`src/rtl/stev_pkg.sv`:
```
package stev_pkg;
  localparam int MAX_W = 16;
  typedef logic [MAX_W-1:0] stev_vec_t;

  // bits that went from 0 to 1 since the previous sample, gated by arm
  function automatic stev_vec_t rise_bits(stev_vec_t cur, stev_vec_t prev, logic armed);
    return armed ? (cur & ~prev) : '0;
  endfunction

  // next event word: wipe drops old bits, fresh rises always survive
  function automatic stev_vec_t next_events(stev_vec_t evt, stev_vec_t rise, logic wipe);
    return (wipe ? '0 : evt) | rise;
  endfunction

  // OR reduction of enabled events
  function automatic logic masked_any(stev_vec_t evt, stev_vec_t en);
    return |(evt & en);
  endfunction
endpackage

```
`src/rtl/stev_edge.sv`:
```
module stev_edge
  import stev_pkg::*;
#(
  parameter int WIDTH = 8
) (
  input  logic             clk,
  input  logic             rst_n,
  input  logic [WIDTH-1:0] cond_i,
  output logic [WIDTH-1:0] rise_o
);
  logic [WIDTH-1:0] cond_q;
  logic             armed_q;
  stev_vec_t        rise_full;

  always_ff @(posedge clk) begin
    if (!rst_n) begin
      cond_q  <= '0;
      armed_q <= 1'b0;
    end else begin
      cond_q  <= cond_i;
      armed_q <= 1'b1;
    end
  end

  always_comb rise_full = rise_bits(stev_vec_t'(cond_i), stev_vec_t'(cond_q), armed_q);
  assign rise_o = rise_full[WIDTH-1:0];
endmodule

```
`src/rtl/stev_latch.sv`:
```
module stev_latch
  import stev_pkg::*;
#(
  parameter int WIDTH = 8
) (
  input  logic             clk,
  input  logic             rst_n,
  input  logic [WIDTH-1:0] rise_i,
  input  logic             wipe_i,
  output logic [WIDTH-1:0] evt_o
);
  for (genvar b = 0; b < WIDTH; b++) begin : g_cell
    logic cell_q;
    stev_vec_t cell_next;
    always_comb cell_next = next_events(stev_vec_t'(cell_q), stev_vec_t'(rise_i[b]), wipe_i);
    always_ff @(posedge clk) begin
      if (!rst_n) cell_q <= 1'b0;
      else        cell_q <= cell_next[0];
    end
    assign evt_o[b] = cell_q;
  end
endmodule

```
`src/rtl/stev_mask.sv`:
```
module stev_mask
  import stev_pkg::*;
#(
  parameter int WIDTH = 8
) (
  input  logic             clk,
  input  logic             rst_n,
  input  logic             wr_i,
  input  logic [WIDTH-1:0] wdata_i,
  input  logic [WIDTH-1:0] evt_i,
  output logic [WIDTH-1:0] en_o,
  output logic             summary_o
);
  logic [WIDTH-1:0] en_q;

  always_ff @(posedge clk) begin
    if (!rst_n)    en_q <= '0;
    else if (wr_i) en_q <= wdata_i;
  end

  assign en_o      = en_q;
  assign summary_o = masked_any(stev_vec_t'(evt_i), stev_vec_t'(en_q));
endmodule

```
`src/rtl/stev_srq.sv`:
```
module stev_srq (
  input  logic clk,
  input  logic rst_n,
  input  logic summary_i,
  output logic srq_o
);
  logic sum_q;

  always_ff @(posedge clk) begin
    if (!rst_n) sum_q <= 1'b0;
    else        sum_q <= summary_i;
  end

  assign srq_o = summary_i & ~sum_q;
endmodule

```
`src/rtl/status_event_reg.sv`:
```
module status_event_reg #(
  parameter int WIDTH = 8
) (
  input  logic             clk,
  input  logic             rst_n,
  input  logic [WIDTH-1:0] cond_i,
  input  logic             rd_evt_i,
  input  logic             clr_all_i,
  input  logic             en_wr_i,
  input  logic [WIDTH-1:0] en_wdata_i,
  output logic [WIDTH-1:0] evt_rdata_o,
  output logic [WIDTH-1:0] en_rdata_o,
  output logic             summary_o,
  output logic             srq_o
);
  // named internal events, visible to the bound checker
  logic [WIDTH-1:0] cond_rise;
  logic             evt_wipe;
  logic [WIDTH-1:0] evt_bits;
  logic [WIDTH-1:0] en_bits;
  logic             sum_lvl;

  assign evt_wipe = rd_evt_i | clr_all_i;

  stev_edge #(.WIDTH(WIDTH)) u_edge (
    .clk(clk), .rst_n(rst_n), .cond_i(cond_i), .rise_o(cond_rise)
  );

  stev_latch #(.WIDTH(WIDTH)) u_latch (
    .clk(clk), .rst_n(rst_n), .rise_i(cond_rise), .wipe_i(evt_wipe), .evt_o(evt_bits)
  );

  stev_mask #(.WIDTH(WIDTH)) u_mask (
    .clk(clk), .rst_n(rst_n), .wr_i(en_wr_i), .wdata_i(en_wdata_i),
    .evt_i(evt_bits), .en_o(en_bits), .summary_o(sum_lvl)
  );

  stev_srq u_srq (
    .clk(clk), .rst_n(rst_n), .summary_i(sum_lvl), .srq_o(srq_o)
  );

  assign evt_rdata_o = evt_bits;
  assign en_rdata_o  = en_bits;
  assign summary_o   = sum_lvl;
endmodule

```
`config.mk`:
```
export PLATFORM = sky130hd
export DESIGN_NAME = status_event_reg
export DESIGN_NICKNAME = d
export VERILOG_FILES = /design/src/rtl/stev_pkg.sv /design/src/rtl/stev_edge.sv /design/src/rtl/stev_latch.sv /design/src/rtl/stev_mask.sv /design/src/rtl/stev_srq.sv /design/src/rtl/status_event_reg.sv
export SDC_FILE = /design/constraint.sdc
export NUM_CORES = 1
export LEC_CHECK = 0
export ABC_AREA = 1
export BUFFER_PORTS_ARGS = -buffer_cell sky130_fd_sc_hd__clkbuf_2
export CAP_MARGIN = 30
export CORE_UTILIZATION = 49
export CTS_BUF_LIST = sky130_fd_sc_hd__clkbuf_2 sky130_fd_sc_hd__clkbuf_4 sky130_fd_sc_hd__clkbuf_8
export CTS_CLUSTER_SIZE = 25
export DETAILED_ROUTE_END_ITERATION = 16
export HOLD_SLACK_MARGIN = 0.06
export PLACE_DENSITY = 0.78
export SLEW_MARGIN = 20
export SYNTH_ARGS = -nofsm -noshare
export SYNTH_HDL_FRONTEND = slang
export SYNTH_SLANG_ARGS = --single-unit
```
`constraint.sdc`:
```
create_clock -name clk -period 1 [get_ports clk]
set_input_delay 0.15 -clock clk [delete_from_list [all_inputs] [get_ports clk]]
set_output_delay 0.15 -clock clk [all_outputs]
set_load 0.02 [all_outputs]
```
## Word level (Yosys, flattened, before mapping)

Cells that the tools add are included.
Widths: inputs -> output; s select.

- $add $sub $neg: 0
- Multiply operators: 0
- Divide/modulo/power cells: 0
- $lt $le $gt $ge: 0
- Equality and inequality tests: 0
- Shift operators: 0
- Mux-type cells: 10
- Bitwise gates (word level): 14
- Reductions and logical operators: 1

Operators by type and width:

| cell | count |
|---|---|
| $and 8x8->8 | 2 |
| $reduce_or 16->1 | 1 |
| $mux 1 | 9 |
| $or 1x1->1 | 9 |
| $mux 8 | 1 |
| $not 8->8 | 1 |
| $and 1x1->1 | 1 |
| $not 1->1 | 1 |

- Register bits after elaboration: 26
- Latch bits: 0
- Memory bits (writable): 0
- Bits in read-only memories: 0
- Input bits: 21
- Output and inout bits: 18
- Logic and storage cells: 37
- Memories kept: 0

## Longest topological paths before layout

Gate-level depths: netlist (run 1).

- Depth after elaboration: 4
- Mapped depth: 5
- Depth with buffers taken out: 4

## By module

Synthesis (run 1) repeated with hierarchy kept, for this count alone.

- Cell total of the unflattened synthesis: 141
- Area, all modules: 1,007.2 µm²

By module, submodules not included:

| module | instances | cells each | area an instance (µm²) | sequential area each (µm²) |
|---|---|---|---|---|
| stev_latch | 1 | 42 | 327.8 | 160.2 |
| stev_mask | 1 | 48 | 320.3 | 160.2 |
| stev_edge | 1 | 43 | 310.3 | 180.2 |
| stev_srq | 1 | 5 | 37.5 | 20.0 |
| status_event_reg | 1 | 3 | 11.3 | 0.0 |

## Worst setup path before layout (run 1)

OpenSTA, ideal clock, no wires.

- Path kind: reg-to-output
- Start point: register u_mask.en_q[6], in the netlist u_mask.en_o[6]
- End point: output port srq_o
- Data arrival time: 0.988 ns
- Required time: 0.850 ns
- Setup slack: -0.138 ns
- Cell stages (with the launch flop): 5
- Buffers on the path: 0
- Path through: dfxtp_1 -> nand2_1 -> nand2_1 -> nor2_1 -> a21oi_1

- Longest elaborated chain between the ends: 3

Ends and longest elaborated chain:

| what | line | source |
|---|---|---|
| from (decl) | stev_mask.sv:14 | `logic [WIDTH-1:0] en_q;` |
| from (signal assigned) | stev_mask.sv:18 | `else if (wr_i) en_q <= wdata_i;` |
| $and 8x8->8 | stev_pkg.sv:17 | `return \|(evt & en);` |
| $reduce_or 16->1 | stev_pkg.sv:17 |  |
| $and 1x1->1 | stev_srq.sv:14 | `assign srq_o = summary_i & ~sum_q;` |
| to (decl) | status_event_reg.sv:14 | `output logic srq_o` |

Every way passes these cells.

## Final worst setup path (run 1)

- Start point: register u_mask.en_q[2], in the netlist u_mask.en_o[2]
- End point: output port srq_o

The elaborated chain is that of the path after synthesis.

==> results.py, run 1 <==
metrics = {
    "final_layout": {
        "antennaDiodeCount": 0,
        "drive_gt1_frac": 0.442,
        "layoutNonFillerInstCount": 206,
        "fin_util": 0.889,
        "nets": 203,
        "syn_to_final_growth_pct": 63.1,
    },
    "route": {
        "vias": 1028,
        "drtAntennaViolNets": 0,
        "routedWlPerCell_um": 15.5,
        "routed_wl_um": 3190,
        "via_per_inst": 4.99,
        "dr.pass1.iters": 5,
        "drc": 0,
        "dr.first_iter.drc_count": 48,
    },
    "clock_tree": {
        "cts_tree": "done",
        "clock_sinks": 26,
        "h-tree-depth": 1,
        "clkTransAtPathRegs_ns": 0.14,
        "clk_path_buf_depth": 2,
        "cts_inserted_buffers": 3,
        "clk_latency_ns": 0.32,
        "cts_root_buf": "clkbuf_4",
    },
    "sta": {
        "period_minus_slack_ns": 1.41,
        "setup_viol": 12,
        "clock_skew_ns": 0.00466,
        "maxSlewViolCount": 0,
        "relSlewSlack": 0.808,
        "tightest_slew_ns": 0.288,
        "hold_viol": 0,
        "period_share": 1.41,
        "setup_ws_ns": -0.408,
        "fmax_mhz": 710,
        "rsz0062_at_grt": "yes",
    },
    "outcome": {
        "status": "finished, violations left",
        "violations": "setup timing",
    },
    "synth": {
        "synth_top_family_by_area": "simple AND/OR/NAND/NOR gates",
        "yosysSeqAreaShare": 0.525,
        "syn_inst": 121,
        "synth_xor_xnor_area_share": 0,
        "synth_mux_area_frac": 0,
        "yosys.area_share.adder": 0,
        "synth_fp_nets": 142,
        "yosysWarnings": 0,
        "synth_simple_gate_area_share": 0.255,
        "ys_types": 14,
        "ys_ff_latch": 26,
        "syn_area_per_cell_um2": 8.20,
        "synth_compound_area_frac": 0.0858,
        "syn-cell-area_um2": 992,
    },
    "power": {
        "combPwrFrac": 0.213,
        "power_density_nw_per_um2": 1320,
        "switching_power_mw": 0.570,
        "p_seq_frac": 0.536,
        "swShare": 0.267,
        "power.internal_mw": 1.57,
        "p_clk_frac": 0.251,
        "irDropWorstVdd_mv": 1.55,
        "p_leak_nw": 0.806,
    },
    "placed_design": {
        "dp.cells": 182,
        "io_buffer_count": 38,
        "dp_hpwl_um": 1460,
        "preCtsSetupSlack_ns": -0.00662,
        "gp_congestion": 0.704,
    },
    "grt": {
        "grt_max_degree": 15,
        "grt_remaining_overflow": 0,
        "antenna_found_initial": 0,
        "grt_pass1_wl_um": 3590,
        "grt_pass1_vias": 900,
        "grtUsageTotal": 0.231,
    },
    "hold_path": {
        "whs_path_depth": 3,
        "holdCritPathClass": "in -> reg",
        "holdCritStartpoint": "en_wdata_i[5]",
        "hold_end": "u_mask.en_o[5]",
    },
    "run": {
        "cap_violations": 0,
    },
    "die": {
        "ios": 39,
        "die_area_um2": 2210,
        "dieHeight_um": 47,
        "num_rows": 15,
        "start_util": 0.545,
        "core-area_um2": 1820,
        "dieWidth_um": 47,
    },
    "worst_setup_path": {
        "reg2reg_from": "u_mask.en_o[5]",
        "critPathKind": "reg -> out",
        "reg2reg_slack_ns": 0.05,
        "cp_max_fo": 3,
        "rr_worst_depth": 5,
        "cp_slowest_cell": "dfxtp_2",
        "endpoint_kind": "primary output",
        "crit_chain": "nand2_1 > nand2_2 > nor2_4 > a21oi_2 > clkbuf_8",
        "r2r_end": "u_srq.sum_q",
        "crit_path_max_incr_delay_ns": 0.38,
        "arrival_ns": 1.26,
        "start_kind": "flip-flop",
        "required_ns": 0.85,
    },
}
[stage by stage]
step,total power [mW],setup TNS [ns],hold WS (ns),area (um^2)
after floorplan,1.33,0,0.178,1010
after global placement,1.43,0,0.347,1200
after detailed placement,1.44,-0.00662,0.351,1200
after CTS,2.04,-1.33,0.0601,1520
after global routing,2.21,-2.01,0.101,1620
final,2.14,-1.59,0.0916,1620
[worst max path at each step]
stage | slack, ns | start | to | cells after the start
after floorplan | 0.05 | u_mask.en_o[4] | srq_o | 4
after global placement | 0.003 | u_mask.en_o[6] | summary_o | 5
after detailed placement | -0.007 | u_latch.g_cell[6].cell_q | summary_o | 5
after CTS | -0.32 | u_mask.en_o[2] | summary_o | 5
after global routing | -0.45 | u_mask.en_o[5] | srq_o | 5
final | -0.41 | u_mask.en_o[2] | srq_o | 5
[layer usage]
metal  part of all wire  routed length [um]  up-vias  GRT usage
met4              0.015                  47        0     0.0914
li1                   -                   -      490          -
met2               0.51                1640       48      0.447
met1               0.43                1370      483      0.242
met3              0.042                 133        7     0.0423
met5                  0                   0        -          0
[worst max-delay path: cells and delay by family, from the launching register on]
kind	cells	cell delay (ns)
flops	1	0.38
simple gates	3	0.24
buf+inv	1	0.16
compound gates	1	0.15
[registers in the layout (all words and copies together), names as in the netlist]
register	count
u_srq.sum_q	1
u_latch.g_cell.cell_q	8
u_edge.armed_q	1
u_edge.cond_q	8
u_mask.en_o	8
[kinds of logic (layout without fill, tap and decap cells)]
group | count (synthesis) | after routing
AND/OR/NAND/NOR | 57 | 57
flip-flops | 26 | 26
AO/OA/AOI/OAI | 17 | 17
buffers and inverters | 21 | 81
[cell type report]
type / instances / area [um^2]
multi-input cells: 74 / 357
well taps: 25 / 31.3
fillers: 88 / 203
repair buffers: 67 / 616
flip-flops and latches: 26 / 541
inverters: 10 / 37.5
clock buffers: 4 / 36.3
[cells in the final DEF (no fill, tap or decap)]
master and count:
nand3b_1 8, clkbuf_4 3, nand2_2 2, inv_1 9, inv_2 1, clkbuf_8 2
nor2_2 1, nand2_1 27, a21oi_1 8, buf_2 1, buf_6 15, dfxtp_2 16
nor2_1 16, o21ai_0 8, clkbuf_2 20, dlygate4sd3_1 14, buf_4 7, dfxtp_1 10
buf_8 9, nor2_4 2, nand3_1 1, a21oi_2 1
[Yosys cell counts (all sizes together)]
cell,count,area share
nor2,19,0.079
clkbuf,1,0.0050
nand3b,8,0.061
dfxtp,26,0.52
inv,10,0.038
nand2,29,0.11
o21ai,8,0.040
buf,10,0.092
nand3,1,0.0050
a21oi,9,0.045
[power by group through the flow]
stage | sequential, mW | combinational (mW) | clock, mW
after floorplan | 1.17 | 0.157 | 0
after global placement | 1.15 | 0.275 | 0
after detailed placement | 1.15 | 0.281 | 0
after CTS | 1.13 | 0.376 | 0.528
after global routing | 1.15 | 0.483 | 0.574
final | 1.14 | 0.455 | 0.537
[timing repair]
action | 4_1_cts | 5_1_grt
gates resized for setup | 36 | 38
hold endpoints to repair | 13 | 1
hold buffers | 13 | 1
pin swaps | 1 | 3
setup endpoints to repair | 10 | 18
cloned | 0 | 0
setup buffers | 5 | 8
Note: power is estimated with default switching activity, not from simulation.
==> inputs of run 2 (changes only) <==
--- a/config.mk
+++ b/config.mk
@@ -8,12 +8,13 @@
 export ABC_AREA = 1
 export BUFFER_PORTS_ARGS = -buffer_cell sky130_fd_sc_hd__clkbuf_2
 export CAP_MARGIN = 30
-export CORE_UTILIZATION = 49
+export CORE_MARGIN = 2
+export CORE_UTILIZATION = 53
 export CTS_BUF_LIST = sky130_fd_sc_hd__clkbuf_2 sky130_fd_sc_hd__clkbuf_4 sky130_fd_sc_hd__clkbuf_8
 export CTS_CLUSTER_SIZE = 25
 export DETAILED_ROUTE_END_ITERATION = 16
 export HOLD_SLACK_MARGIN = 0.06
-export PLACE_DENSITY = 0.78
+export PLACE_DENSITY = 0.84
 export SLEW_MARGIN = 20
 export SYNTH_ARGS = -nofsm -noshare
 export SYNTH_HDL_FRONTEND = slang
==> constraint.sdc (replaced) <==
create_clock -name clk -period 1.8 [get_ports clk]
set_input_delay 0.27 -clock clk [delete_from_list [all_inputs] [get_ports clk]]
set_output_delay 0.27 -clock clk [all_outputs]
set_load 0.02 [all_outputs]
==> results.py, run 2 (synthesized netlist as in run 1, its figures left out) <==
metrics = {
    "outcome": {
        "status": "finished, final reports clean",
    },
    "sta": {
        "relSlewSlack": 0.790,
        "tns_ns": 0,
        "clock_skew_ns": 0.00432,
        "period_minus_slack_ns": 1.47,
        "period_share": 0.818,
        "fmax_mhz": 679,
        "tightest_slew_ns": 0.315,
        "maxSlewViolCount": 0,
        "setup_viol": 0,
        "worst_hold_slack_ns": 0.147,
        "hold_viol": 0,
        "rsz0062_at_grt": "no",
    },
    "die": {
        "num_rows": 15,
        "start_util": 0.568,
        "die_area_um2": 2230,
        "dieHeight_um": 47.3,
        "dieWidth_um": 47.3,
        "ios": 39,
        "core-area_um2": 1750,
    },
    "clock_tree": {
        "cts_tree": "done",
        "cts_resized": 0,
        "ctsHoldBuffers": 0,
        "cts_inserted_buffers": 3,
        "clock_sinks": 26,
        "cts_root_buf": "clkbuf_4",
        "cts_setup_buffers": 0,
        "clkTransAtPathRegs_ns": 0.12,
        "clk_path_buf_depth": 2,
        "h-tree-depth": 1,
        "clk_latency_ns": 0.31,
    },
    "placed_design": {
        "gp_congestion": 0.711,
        "io_buffer_count": 38,
        "dp_hpwl_um": 1330,
    },
    "grt": {
        "grtUsageTotal": 0.163,
        "grt_pass1_wl_um": 2530,
        "grt_pass1_vias": 647,
        "grt_max_degree": 20,
        "antenna_found_initial": 0,
        "grt_remaining_overflow": 0,
    },
    "worst_setup_path": {
        "reg2reg_from": "u_edge.armed_q",
        "crit_top_cell": "nand2_1",
        "r2r_end": "u_latch.g_cell[7].cell_q",
        "rr_worst_depth": 2,
        "cp_slowest_cell": "dfxtp_1",
        "reg2reg_slack_ns": 0.98,
        "critPathKind": "reg -> out",
        "critPathLaunch": "u_latch.g_cell[7].cell_q",
        "worst-path-buf-inv": 1,
        "crit_cells": 5,
        "crit_path_end": "srq_o",
        "crit_chain": "nand2_1 > nand2_1 > nor2_1 > a21oi_1 > clkbuf_2",
        "arrival_ns": 1.20,
        "endpoint_kind": "primary output",
        "crit_family": "flip-flops",
        "cp_max_fo": 3,
        "crit_path_max_incr_delay_ns": 0.40,
        "required_ns": 1.53,
        "start_kind": "flip-flop",
    },
    "power": {
        "switching_power_mw": 0.255,
        "power.internal_mw": 0.740,
        "combPwrFrac": 0.139,
        "irDropWorstVdd_mv": 0.479,
        "p_clk_frac": 0.231,
        "power_density_nw_per_um2": 873,
        "p_leak_nw": 0.607,
        "p_total_mw": 0.995,
        "swShare": 0.256,
        "p_seq_frac": 0.630,
    },
    "final_layout": {
        "layout_common_cells": "clkbuf_2, nand2_1, dfxtp_1, nor2_1",
        "syn_to_final_growth_pct": 14.9,
        "antennaDiodeCount": 0,
        "drive_gt1_frac": 0.285,
        "nets": 174,
        "layout_commonest_cell": "clkbuf_2",
    },
    "route": {
        "dr.pass1.iters": 4,
        "drtAntennaViolNets": 0,
        "vias": 800,
        "via_per_inst": 4.55,
        "routed_wl_um": 1720,
        "routedWlPerCell_um": 9.76,
        "drc": 0,
        "dr.first_iter.drc_count": 11,
    },
    "run": {
        "cap_violations": 0,
    },
    "hold_path": {
        "holdCritPathClass": "in -> reg",
    },
}
run 2: cell type report:
class | instances | area, um^2
clock buffers | 3 | 22.5
fillers | 167 | 606
inverters | 10 | 37.5
multi-input cells | 74 | 338
flip-flops and latches | 26 | 520
well taps | 25 | 31.3
repair buffers | 38 | 190
run 2: worst min-delay path by stage:
stage / cells after the start / end / from
2_1_floorplan: 0 / u_edge.armed_q / rst_n
3_3_place_gp: 2 / u_latch.g_cell[0].cell_q / u_edge.cond_q[0]
3_5_place_dp: 2 / u_latch.g_cell[0].cell_q / u_edge.cond_q[0]
4_1_cts: 3 / u_edge.cond_q[1] / cond_i[1]
5_1_grt: 3 / u_edge.cond_q[7] / cond_i[7]
6_report: 3 / u_edge.cond_q[1] / cond_i[1]
run 2: layer usage:
| metal | up-vias | wire, um | global-route usage |
|---|---|---|---|
| met3 | 0 | 95 | 0.0500 |
| met5 | - | 0 | 0 |
| met4 | 0 | 0 | 0.0833 |
| met1 | 345 | 750 | 0.177 |
| met2 | 23 | 872 | 0.284 |
| li1 | 432 | - | - |
run 2: through the flow:
step / utilization / setup WS [ns] / std cells / area, um^2
after detailed placement: 0.640 / 0.680 / 173 / 1120
after CTS: 0.653 / 0.320 / 176 / 1140
after floorplan: - / 0.542 / 121 / 992
after global routing: 0.653 / 0.226 / 176 / 1140
after global placement: 0.640 / 0.692 / 173 / 1120
final: 0.653 / 0.327 / 176 / 1140
run 2: worst min-delay path: stages:
cell	delay [ns]
clkbuf_2	0.09
nand2_1	0.04
inv_1	0.04
run 2: power by group through the flow:
stage	Combinational, mW	Clock (mW)	Sequential (mW)
final	0.138	0.230	0.627
after global routing	0.155	0.261	0.632
after CTS	0.140	0.240	0.627
after detailed placement	0.139	0	0.640
after global placement	0.136	0	0.639
after floorplan	0.0859	0	0.649
